==> src/rtl/bkpl_glue_pkg.sv <==
package bkpl_glue_pkg;
  localparam int unsigned FC_W = 3;
  localparam logic [FC_W-1:0] FC_CPU_SPACE = 3'b111;

  // ceil(hz * us / 1e6), at least 1
  function automatic int unsigned hold_cycles(int unsigned hz, int unsigned us);
    longint unsigned p;
    p = (longint'(hz) * longint'(us) + 64'd999_999) / 64'd1_000_000;
    if (p == 0) p = 1;
    return int'(p);
  endfunction
endpackage

==> src/rtl/bkpl_strb_qual.sv <==
module bkpl_strb_qual
  import bkpl_glue_pkg::*;
(
  input  logic            as_ni,
  input  logic [FC_W-1:0] fc_i,
  input  logic            hit_i,
  output logic            qas_no,
  output logic            offboard_o
);
  logic qas;

  always_comb begin
    qas        = !as_ni && (fc_i != FC_CPU_SPACE);
    qas_no     = !qas;
    offboard_o = qas && !hit_i;
  end
endmodule

==> src/rtl/bkpl_buf_dir.sv <==
module bkpl_buf_dir (
  input  logic clk_i,
  input  logic rst_ni,
  input  logic qas_ni,
  input  logic br_ni,
  input  logic bg_ni,
  input  logic bgack_ni,
  output logic dir_o
);
  logic ext_own;
  logic dir_q;

  always_comb ext_own = !bgack_ni || (!br_ni && !bg_ni);

  // turn around only between cycles
  always_ff @(posedge clk_i or negedge rst_ni) begin
    if (!rst_ni)     dir_q <= 1'b0;
    else if (qas_ni) dir_q <= ext_own;
  end

  assign dir_o = dir_q;
endmodule

==> src/rtl/bkpl_rst_seq.sv <==
module bkpl_rst_seq #(
  parameter int unsigned HOLD_CYC = 8000
) (
  input  logic clk_i,
  input  logic rst_ni,
  input  logic req_i,
  output logic reset_oe_o,
  output logic halt_oe_o
);
  localparam int unsigned CNT_W = (HOLD_CYC > 1) ? $clog2(HOLD_CYC) : 1;
  localparam logic [CNT_W-1:0] LAST = CNT_W'(HOLD_CYC - 1);

  logic             active_q;
  logic [CNT_W-1:0] cnt_q;

  always_ff @(posedge clk_i or negedge rst_ni) begin
    if (!rst_ni) begin
      active_q <= 1'b1;
      cnt_q    <= '0;
    end else if (req_i) begin
      active_q <= 1'b1;
      cnt_q    <= '0;
    end else if (active_q) begin
      if (cnt_q == LAST) begin
        active_q <= 1'b0;
        cnt_q    <= '0;
      end else begin
        cnt_q <= cnt_q + 1'b1;
      end
    end
  end

  // one flag drives both so release is simultaneous
  assign reset_oe_o = active_q;
  assign halt_oe_o  = active_q;
endmodule

==> src/rtl/bkpl_glue.sv <==
module bkpl_glue
  import bkpl_glue_pkg::*;
#(
  parameter int unsigned CLK_HZ  = 8_000_000,
  parameter int unsigned HOLD_US = 1000
) (
  input  logic            clk_i,
  input  logic            rst_ni,
  input  logic            as_ni,
  input  logic [FC_W-1:0] fc_i,
  input  logic            onboard_hit_i,
  input  logic            br_ni,
  input  logic            bg_ni,
  input  logic            bgack_ni,
  input  logic            rst_req_i,
  output logic            qas_no,
  output logic            buf_dir_o,
  output logic            offboard_o,
  output logic            reset_oe_o,
  output logic            halt_oe_o
);
  localparam int unsigned HOLD_CYC = hold_cycles(CLK_HZ, HOLD_US);

  logic qas_n;

  bkpl_strb_qual u_strb (
    .as_ni      (as_ni),
    .fc_i       (fc_i),
    .hit_i      (onboard_hit_i),
    .qas_no     (qas_n),
    .offboard_o (offboard_o)
  );

  bkpl_buf_dir u_dir (
    .clk_i    (clk_i),
    .rst_ni   (rst_ni),
    .qas_ni   (qas_n),
    .br_ni    (br_ni),
    .bg_ni    (bg_ni),
    .bgack_ni (bgack_ni),
    .dir_o    (buf_dir_o)
  );

  bkpl_rst_seq #(.HOLD_CYC(HOLD_CYC)) u_rst (
    .clk_i      (clk_i),
    .rst_ni     (rst_ni),
    .req_i      (rst_req_i),
    .reset_oe_o (reset_oe_o),
    .halt_oe_o  (halt_oe_o)
  );

  assign qas_no = qas_n;
endmodule

==> config.mk <==
export PLATFORM = sky130hd
export DESIGN_NAME = bkpl_glue
export DESIGN_NICKNAME = d
export VERILOG_FILES = /design/src/rtl/bkpl_glue_pkg.sv /design/src/rtl/bkpl_strb_qual.sv /design/src/rtl/bkpl_buf_dir.sv /design/src/rtl/bkpl_rst_seq.sv /design/src/rtl/bkpl_glue.sv
export SDC_FILE = /design/constraint.sdc
export NUM_CORES = 1
export LEC_CHECK = 0
export ABC_AREA = 1
export CORE_ASPECT_RATIO = 1.25
export CORE_UTILIZATION = 45
export DETAILED_ROUTE_END_ITERATION = 6
export PLACE_DENSITY = 0.73
export SETUP_SLACK_MARGIN = 0.15
export SYNTH_ARGS = -nofsm -noshare
export SYNTH_HDL_FRONTEND = slang
export SYNTH_SLANG_ARGS = --single-unit
==> constraint.sdc <==
create_clock -name clk_i -period 1.4 [get_ports clk_i]
set_input_delay 0.28 -clock clk_i [delete_from_list [all_inputs] [get_ports clk_i]]
set_output_delay 0.28 -clock clk_i [all_outputs]
set_load 0.005 [all_outputs]
# After elaboration in Yosys (flattened, before gate mapping)
# Cells that the tools add are included.
# op_classes
n_eq_ne	2
n_reduce_logical	11
muxes	6
n_lt_le_gt_ge	0
shift	0
multipliers	0
addsub	1
div	0
bitwise_logic	0
# op_table
cell	count
13-bit 2-to-1 mux	3
13-bit by 1-bit adder with 13-bit output, second input constant	1
13-bit == test, second input constant	1
1-bit zero test	6
1-bit logical AND	3
1-bit 2-to-1 mux	3
3-bit inequality test, second input constant	1
2-bit nonzero test	1
1-bit logical OR	1
# word_totals
romBits	0
elab_cells	23
mem_count	0
in_bits	11
latch_bits	0
ramBits	0
regBits	15
out_inout_bits	5

# Logic depth before layout (Yosys ltp)
# Gate-level depths: netlist (run 1).
# depth
depth_word	4
depth_mapped	8
ltp_nobuf	8

# Hierarchy
# From an unflattened synthesis (run 1), not the netlist that was laid out.
# hier_totals
cells_unflattened	106
hier_area_um2	880.8
# modules_own_cells
module	cells_per_inst	area_per_inst_um2	instances	seq_area_each_um2
bkpl_rst_seq	96	810.8	1	351.6
bkpl_buf_dir	6	43.8	1	25.0
bkpl_strb_qual	4	26.3	1	0.0

# Worst setup path after synthesis (run 1)
# Ideal clock, no wire load.
# synth_path
path_kind	flip-flop to flip-flop
from	register u_rst.cnt_q[0]
to	register u_rst.cnt_q[12]
t_arrival_ns	1.143
path_stages_with_launch	9
t_required_ns	1.283
period_less_slack_ns	1.260
path_slack_ns	0.140
n_path_buf	0
setup_ns	0.117
cell_sequence	dfrtp_1 -> ha_1 -> nand2_2 -> nor2_2 -> nand3_2 -> nor2_1 -> nand2_1 -> nand3_1 -> nand2_1
# synth_via
elab_chain_len	4
elab_cells_between_ends	5
cone_classes	1 x add/sub; 1 x eq/ne; 3 x mux
# synth_lines
item	line	source
start, declared	bkpl_rst_seq.sv:14	logic [CNT_W-1:0] cnt_q;
start signal, assigned	bkpl_rst_seq.sv:28	cnt_q <= cnt_q + 1'b1;
13-bit by 1-bit adder with 13-bit output or 13-bit == test (tied branches)	bkpl_rst_seq.sv:28, bkpl_rst_seq.sv:24	
13-bit 2-to-1 mux *	bkpl_rst_seq.sv:24	if (cnt_q == LAST) begin
13-bit 2-to-1 mux *	bkpl_rst_seq.sv:23	end else if (active_q) begin
13-bit 2-to-1 mux *	bkpl_rst_seq.sv:20	end else if (req_i) begin
# Every way passes the cells marked *; elsewhere a longest branch is shown, timed or not. The select of a mux whose other input is x is not followed.
# A chain may end at the register's enable or synchronous reset.

# Worst setup path in the final report (run 1)
# layout_path
from	register u_rst.active_q (netlist: u_rst.halt_oe_o)
to	output reset_oe_o
# layout_lines
item	line	source
start, declared	bkpl_rst_seq.sv:13	logic active_q;
start signal, assigned	bkpl_rst_seq.sv:18	active_q <= 1'b1;
start signal, assigned	bkpl_rst_seq.sv:21	active_q <= 1'b1;
start signal, assigned	bkpl_rst_seq.sv:25	active_q <= 1'b0;
end, declared	bkpl_glue.sv:19	output logic reset_oe_o,
# No word-level cell between the ends.

==> impl_metrics.csv, run 1 <==
group,metric,value,unit
layout,final_core_util,70.2,%
critical_path,critPathLaunch,"u_rst.halt_oe_o",
route,wirelength,2040,um
die,start_util,48.1,%
critical_path,critPathSlowestCell,"dfstp_2",
timing,period_needed,1.30,ns
synthesis,synthesis.nets,110,
timing,setup_slack,0.0982,ns
critical_path,endpoint_kind,"output pin",
synthesis,yosysTopAreaCell,"dfrtp_1",
synthesis,yosys.area.top_type_share,41.3,%
critical_path,crit_end,"reset_oe_o",
placed_design,globalplace.congestion,0.786,
synthesis,ys_types,22,
global_routing,grt-ovfl-total,0,
die,row_count,17,
synthesis,ys_seq_area_share,44.4,%
layout,area_delta_synth_final,46.0,%
critical_path,rr_endpoint,"u_rst.cnt_q[12]",
global_routing,grt_max_degree,11,
clocking,cts_tree,"done",
pwr,ir_worst_vdd,0.457,mV
placed_design,place_ws,-0.402,ns
timing,fmax,0.768,GHz
timing,rsz0062_at_grt,"true",
synthesis,synth.cell_area,848,sq um
synthesis,post-synth-top-count-cell,"nand2_1",
synthesis,async_flop_share,100,%
clocking,cts_sinks,15,
placed_design,dp.cells,137,
clocking,postCtsHoldBufs,0,
layout,stdcell_count,148,
pwr,p_per_area,663,nW/um^2
critical_path,worst_ep_required_time,1.12,ns
clocking,clk_latency,0.29,ns
route,vias,759,
critical_path,cp_num_cells,2,
critical_path,worst-path-buf-inv,2,
critical_path,critPathTopFamily,"flip-flops",
route,detail_route.wl_per_cell,13.8,um
timing,fin_skew,0.000529,ns
placed_design,dp_hpwl,1270,um
die,io_pins,16,
placed_design,placed_area,1060,sq um
synthesis,yosys_register_bits,15,
synthesis,synthFlopType,"dfrtp_1",
run,max-cap-violations,0,
global_routing,grt_pass1_wl,3210,um
pwr,power_leakage,0.531,nW
critical_path,critPathMaxStageDelay,0.56,ns
critical_path,crit_arrival,1.02,ns
layout,diodes,0,
global_routing,track_usage,23.0,%
die,fp.dieH,50.5,um
clocking,cts_buffers,3,
global_routing,antenna_found_initial,0,
clocking,htreeDepth,1,
synthesis,ys_top_cells_by_count,"nand2_1, dfrtp_1, inv_1, nor2_1, xor2_1",
global_routing,first_global_vias,743,
die,coreArea,1770,sq um
timing,worst_pin_slew,0.270,ns
route,ant_nets,0,
timing,setup_viol,0,
clocking,clk_path_buf_depth,2,
critical_path,cpMostUsedCell,"buf_6",
timing,fin_crit_sh,93.0,%
worst_hold_path,holdCritPathClass,"primary input to async pin",
synthesis,synth.area.top_cells,"dfrtp_1, nand2_1, xor2_1",
timing,relSlewSlack,81.9,%
route,firstDrtPassIters,4,
pwr,power,0.821,mW
clocking,path_clk_slew,0.09,ns
die,dieWidth,40.8,um
clocking,clock-root-buffer,"clkbuf_4",
synthesis,yosys_warnings,0,
synthesis,avgSynthCellArea,8.66,sq um
critical_path,worst_setup_path_start_kind,"flop",
synthesis,synth_edf_count,0,
layout,drive_gt1_share,37.2,%
critical_path,ff2ff_setup_slack,0.14,ns
die,die_area,2060,sq um
route,drc,0,
timing,hold_viol,0,
critical_path,crit_fanout,2,
route,via_per_inst,5.13,
layout,design_area,1240,sq um
placed_design,io_buffers,15,
synthesis,netlist_instances,98,
layout,layout.nets,142,
critical_path,path_cells,"buf_6, buf_6",
critical_path,rr_worst_depth,8,
critical_path,r2r_start,"u_rst.cnt_q[1]",
outcome,status,"completed",
timing,maxSlewViolCount,0,
route,drt_iter0_drc,8,
critical_path,path_class,"flop to output pin",
[sequential cells by signal, indices dropped and copies added, names as in the netlist]
register         count
u_rst.cnt_q         13
u_dir.dir_o          1
u_rst.halt_oe_o      1
[final cells by class]
type                       instances  area [sq um]
inverter                          10          37.5
timing repair buffer              27           238
sequential                        15           379
tap                               19          23.8
multi-input combinational         73           534
clock buffer                       4          26.3
fill                             131           527
[cells in the final DEF (no fill, tap or decap), types with 4 or more instances in the layout]
master,instances
nand2_1,22
dfrtp_1,12
inv_1,10
buf_4,9
xor2_1,6
clkdlybuf4s50_1,6
nor2_4,5
o21ai_1,5
clkdlybuf4s15_1,5
nor2_2,4
nand3_2,4
o22ai_1,4
buf_6,4
[how the worst min path moves through the flow]
stage | end | slack [ns]
3_5_place_dp | u_dir.dir_o | 0.48
4_1_cts | u_rst.cnt_q[5] | 0.23
6_report | u_rst.cnt_q[5] | 0.22
3_3_place_gp | u_dir.dir_o | 0.48
5_1_grt | u_dir.dir_o | 0.23
2_1_floorplan | u_dir.dir_o | -0.02
[report_power, final]
| part | switching (mW) | internal (mW) |
|---|---|---|
| Clock | 0.146 | 0.111 |
| Combinational | 0.0475 | 0.0630 |
| Sequential | 0.0109 | 0.443 |
[through the flow]
stage	hold slack [ns]	setup TNS [ns]
after floorplan	-0.0156	0
after global placement	0.482	-0.664
after detailed placement	0.478	-0.703
after CTS	0.234	0
after global routing	0.228	0
final	0.221	0
[timing repair]
action,in CTS,in global routing
pin swaps,4,11
buffers inserted,4,2
setup endpoints to repair,18,17
gates cloned,1,0
resized for setup,27,23
[layer usage]
layer  vias to the layer above  global-route usage, %  wire (um)
met4                         0                   11.1         27
met2                        17                   38.0       1140
li1                        380                      -          -
met5                         -                      0          0
met3                         2                   4.87        107
met1                       360                   26.2        759
[cells by family (layout without fill, tap and decap cells)]
family / Yosys count / in the layout / synth area share (%)
AOI/OAI and AO/OA: 16 / 16 / 11.8
xor gates and xnor gates: 8 / 8 / 8.26
adders and majority gates: 1 / 1 / 1.47
buffers and inverters: 11 / 41 / 5.31
DFF: 15 / 15 / 44.4
and+or+nand+nor: 47 / 48 / 28.8
Power figures use the tool's default switching activity.
==> inputs of run 2 (changes only) <==
SYNTH_HIERARCHICAL = 1   (was default)
==> run 2 against run 1 <==
  * Global-route usage decreased by 3.1 points
  * Clock power is 5% lower
  * Maximum frequency is 1.4% higher
  * Utilization is 2.1 points lower
  * Via count rose by 6.3%
  * Synthesized area grew 3.8%
  * Synthesized cell count is 8.2% higher
==> impl_metrics.csv, run 2 <==
group,metric,value,unit
outcome,status,"completed",
synthesis,synthFlopType,"dfrtp_1",
timing,setup_viol,0,
layout,filler_cell_count,142,
pwr,power_leakage,0.550,nW
global_routing,first_global_vias,807,
critical_path,critPathSlowestCell,"dfstp_2",
pwr,switching_share,23.8,%
synthesis,yosys_warnings,6,
layout,final_core_util,68.0,%
route,wirelength,1940,um
global_routing,track_usage,19.9,%
route,ant_nets,0,
global_routing,grt-ovfl-total,0,
synthesis,ys_top_cells_by_count,"nand2_1, dfrtp_1, inv_1, nor2_1, xor2_1",
pwr,internal_power,0.615,mW
worst_hold_path,holdCritPathClass,"primary input to async pin",
pwr,p_comb_share,13.6,%
clocking,clk_path_buf_depth,2,
synthesis,synth_edf_count,0,
layout,mostFrequentLayoutCell,"nand2_1",
timing,setup_slack,0.117,ns
route,vias,807,
die,start_util,48.7,%
synthesis,synthesis.nets,118,
clocking,clk_latency,0.28,ns
timing,fmax,0.779,GHz
clocking,postCtsHoldBufs,0,
synthesis,netlist_instances,106,
pwr,ir_worst_vdd,0.553,mV
run,max-cap-violations,0,
timing,fin_skew,0.00367,ns
global_routing,grt_pass1_wl,3250,um
timing,fin_crit_sh,91.7,%
timing,rsz0062_at_grt,"true",
layout,largest_reg_flops,13,
critical_path,worst_ep_required_time,1.12,ns
synthesis,post-synth-top-count-cell,"nand2_1",
critical_path,critPathMaxStageDelay,0.55,ns
critical_path,crit_arrival,1.00,ns
clocking,cts_tree,"done",
synthesis,ys_seq_area_share,42.8,%
critical_path,endpoint_kind,"output pin",
layout,layout.nets,150,
route,drt_iter0_drc,17,
timing,period_needed,1.28,ns
critical_path,critPathTopFamily,"flip-flops",
synthesis,synth.area.top_cells,"dfrtp_1, nand2_1, xor2_1",
die,fp.dieH,51.5,um
timing,worst_pin_slew,0.222,ns
global_routing,antenna_found_initial,0,
critical_path,path_class,"flop to output pin",
critical_path,path_cells,"buf_6, buf_6",
critical_path,worst-path-buf-inv,2,
synthesis,synth.cell_area,881,sq um
pwr,p_seq_share,56.2,%
route,firstDrtPassIters,4,
layout,drive_gt1_share,33.6,%
placed_design,place_ws,-0.315,ns
synthesis,yosys_register_bits,15,
global_routing,grt_max_degree,16,
die,die_area,2140,sq um
route,drc,0,
die,dieWidth,41.6,um
critical_path,worst_setup_path_start_kind,"flop",
pwr,p_switching,0.193,mW
synthesis,async_flop_share,100,%
synthesis,yosys.area.top_type_share,39.8,%
critical_path,cpMostUsedCell,"buf_6",
layout,layout_common_cells,"nand2_1, dfrtp_1, buf_4",
synthesis,yosysTopAreaCell,"dfrtp_1",
die,io_pins,16,
critical_path,crit_fanout,2,
placed_design,globalplace.congestion,0.783,
timing,maxSlewViolCount,0,
clocking,cts_buffers,3,
timing,hold_viol,0,
route,via_per_inst,5.17,
pwr,p_per_area,657,nW/um^2
clocking,cts_sinks,15,
clocking,htreeDepth,1,
layout,diodes,0,
layout,area_delta_synth_final,39.6,%
route,detail_route.wl_per_cell,12.4,um
die,coreArea,1810,sq um
placed_design,dp_hpwl,1300,um
die,row_count,17,
pwr,clkPwrFrac,30.2,%
timing,relSlewSlack,85.2,%
layout,top_register,"u_rst/cnt_q",
synthesis,ys_types,23,
clocking,path_clk_slew,0.09,ns
synthesis,avgSynthCellArea,8.31,sq um
clocking,clock-root-buffer,"clkbuf_4",
placed_design,io_buffers,15,
run 2: metal layers:
layer,share of wire [%],routed length (um),vias up,GRT usage [%]
li1,-,-,405,-
met1,43,830,376,21.3
met2,51,996,22,37.5
met3,4.3,84,4,2.83
met4,1.5,30,0,9.68
met5,0,0,-,0
run 2: worst paths after layout:
path                                       from              end  slack (ns)  depth (start not counted)
worst min register to register      u_dir/dir_o      u_dir/dir_o        0.52                          2
worst min-delay path                     rst_ni   u_rst/cnt_q[5]        0.30                          2
worst max-delay path            u_rst/halt_oe_o       reset_oe_o        0.12                          2
worst max register to register   u_rst/cnt_q[1]   u_rst/cnt_q[9]        0.12                          8
max in group asynchronous                rst_ni  u_rst/halt_oe_o        0.87                          2
min in group clk_i                  u_dir/dir_o      u_dir/dir_o        0.52                          2
run 2: area by class of cell:
class                   count  area (sq um)  area share [%]
multi-input cells          79           523            42.5
inverters                  12          47.5            3.87
flip-flops and latches     15           377            30.6
clock buffers               4          26.3            2.14
repair buffers             27           233            18.9
well taps                  19          23.8            1.93
run 2: per-stage QoR:
stage	total power [mW]	TNS (ns)	instance area, sq um	hold slack, ns	instances
floorplan	0.490	0	883	-0.0156	106
global placement	0.550	-0.548	1100	0.496	146
detailed placement	0.552	-0.624	1100	0.509	146
CTS	0.806	0	1180	0.295	156
global route	0.849	0	1230	0.307	156
finish	0.808	0	1230	0.296	156
run 2: repair_timing:
item,4_1_cts,5_1_grt
pin swaps,7,5
buffers inserted,5,0
resized for setup,24,14
endpoints found under the setup margin,18,15
cloned,1,0
run 2: worst reg2reg max path: stages, from the launching register on:
cell and delay (ns):
dfrtp_1 0.40, ha_4 0.17, nand2_4 0.07, nor2_4 0.13
nand3_4 0.11, nand3_4 0.13, inv_4 0.06, nand3_2 0.05
nand2_1 0.05
run 2: cells by family after synthesis:
group / share of synthesized area (%)
buf+inv: 5.97
simple gates: 33.2
compound gates: 8.66
xor+xnor: 7.95
flops: 42.8
fa+ha+maj: 1.42
run 2: power groups by stage:
stage / logic, mW / clock network [mW] / registers, mW
2_1_floorplan: 0.0303 / 0 / 0.459
3_3_place_gp: 0.0899 / 0 / 0.460
3_5_place_dp: 0.0916 / 0 / 0.460
4_1_cts: 0.0995 / 0.257 / 0.450
5_1_grt: 0.122 / 0.271 / 0.455
6_report: 0.110 / 0.244 / 0.454
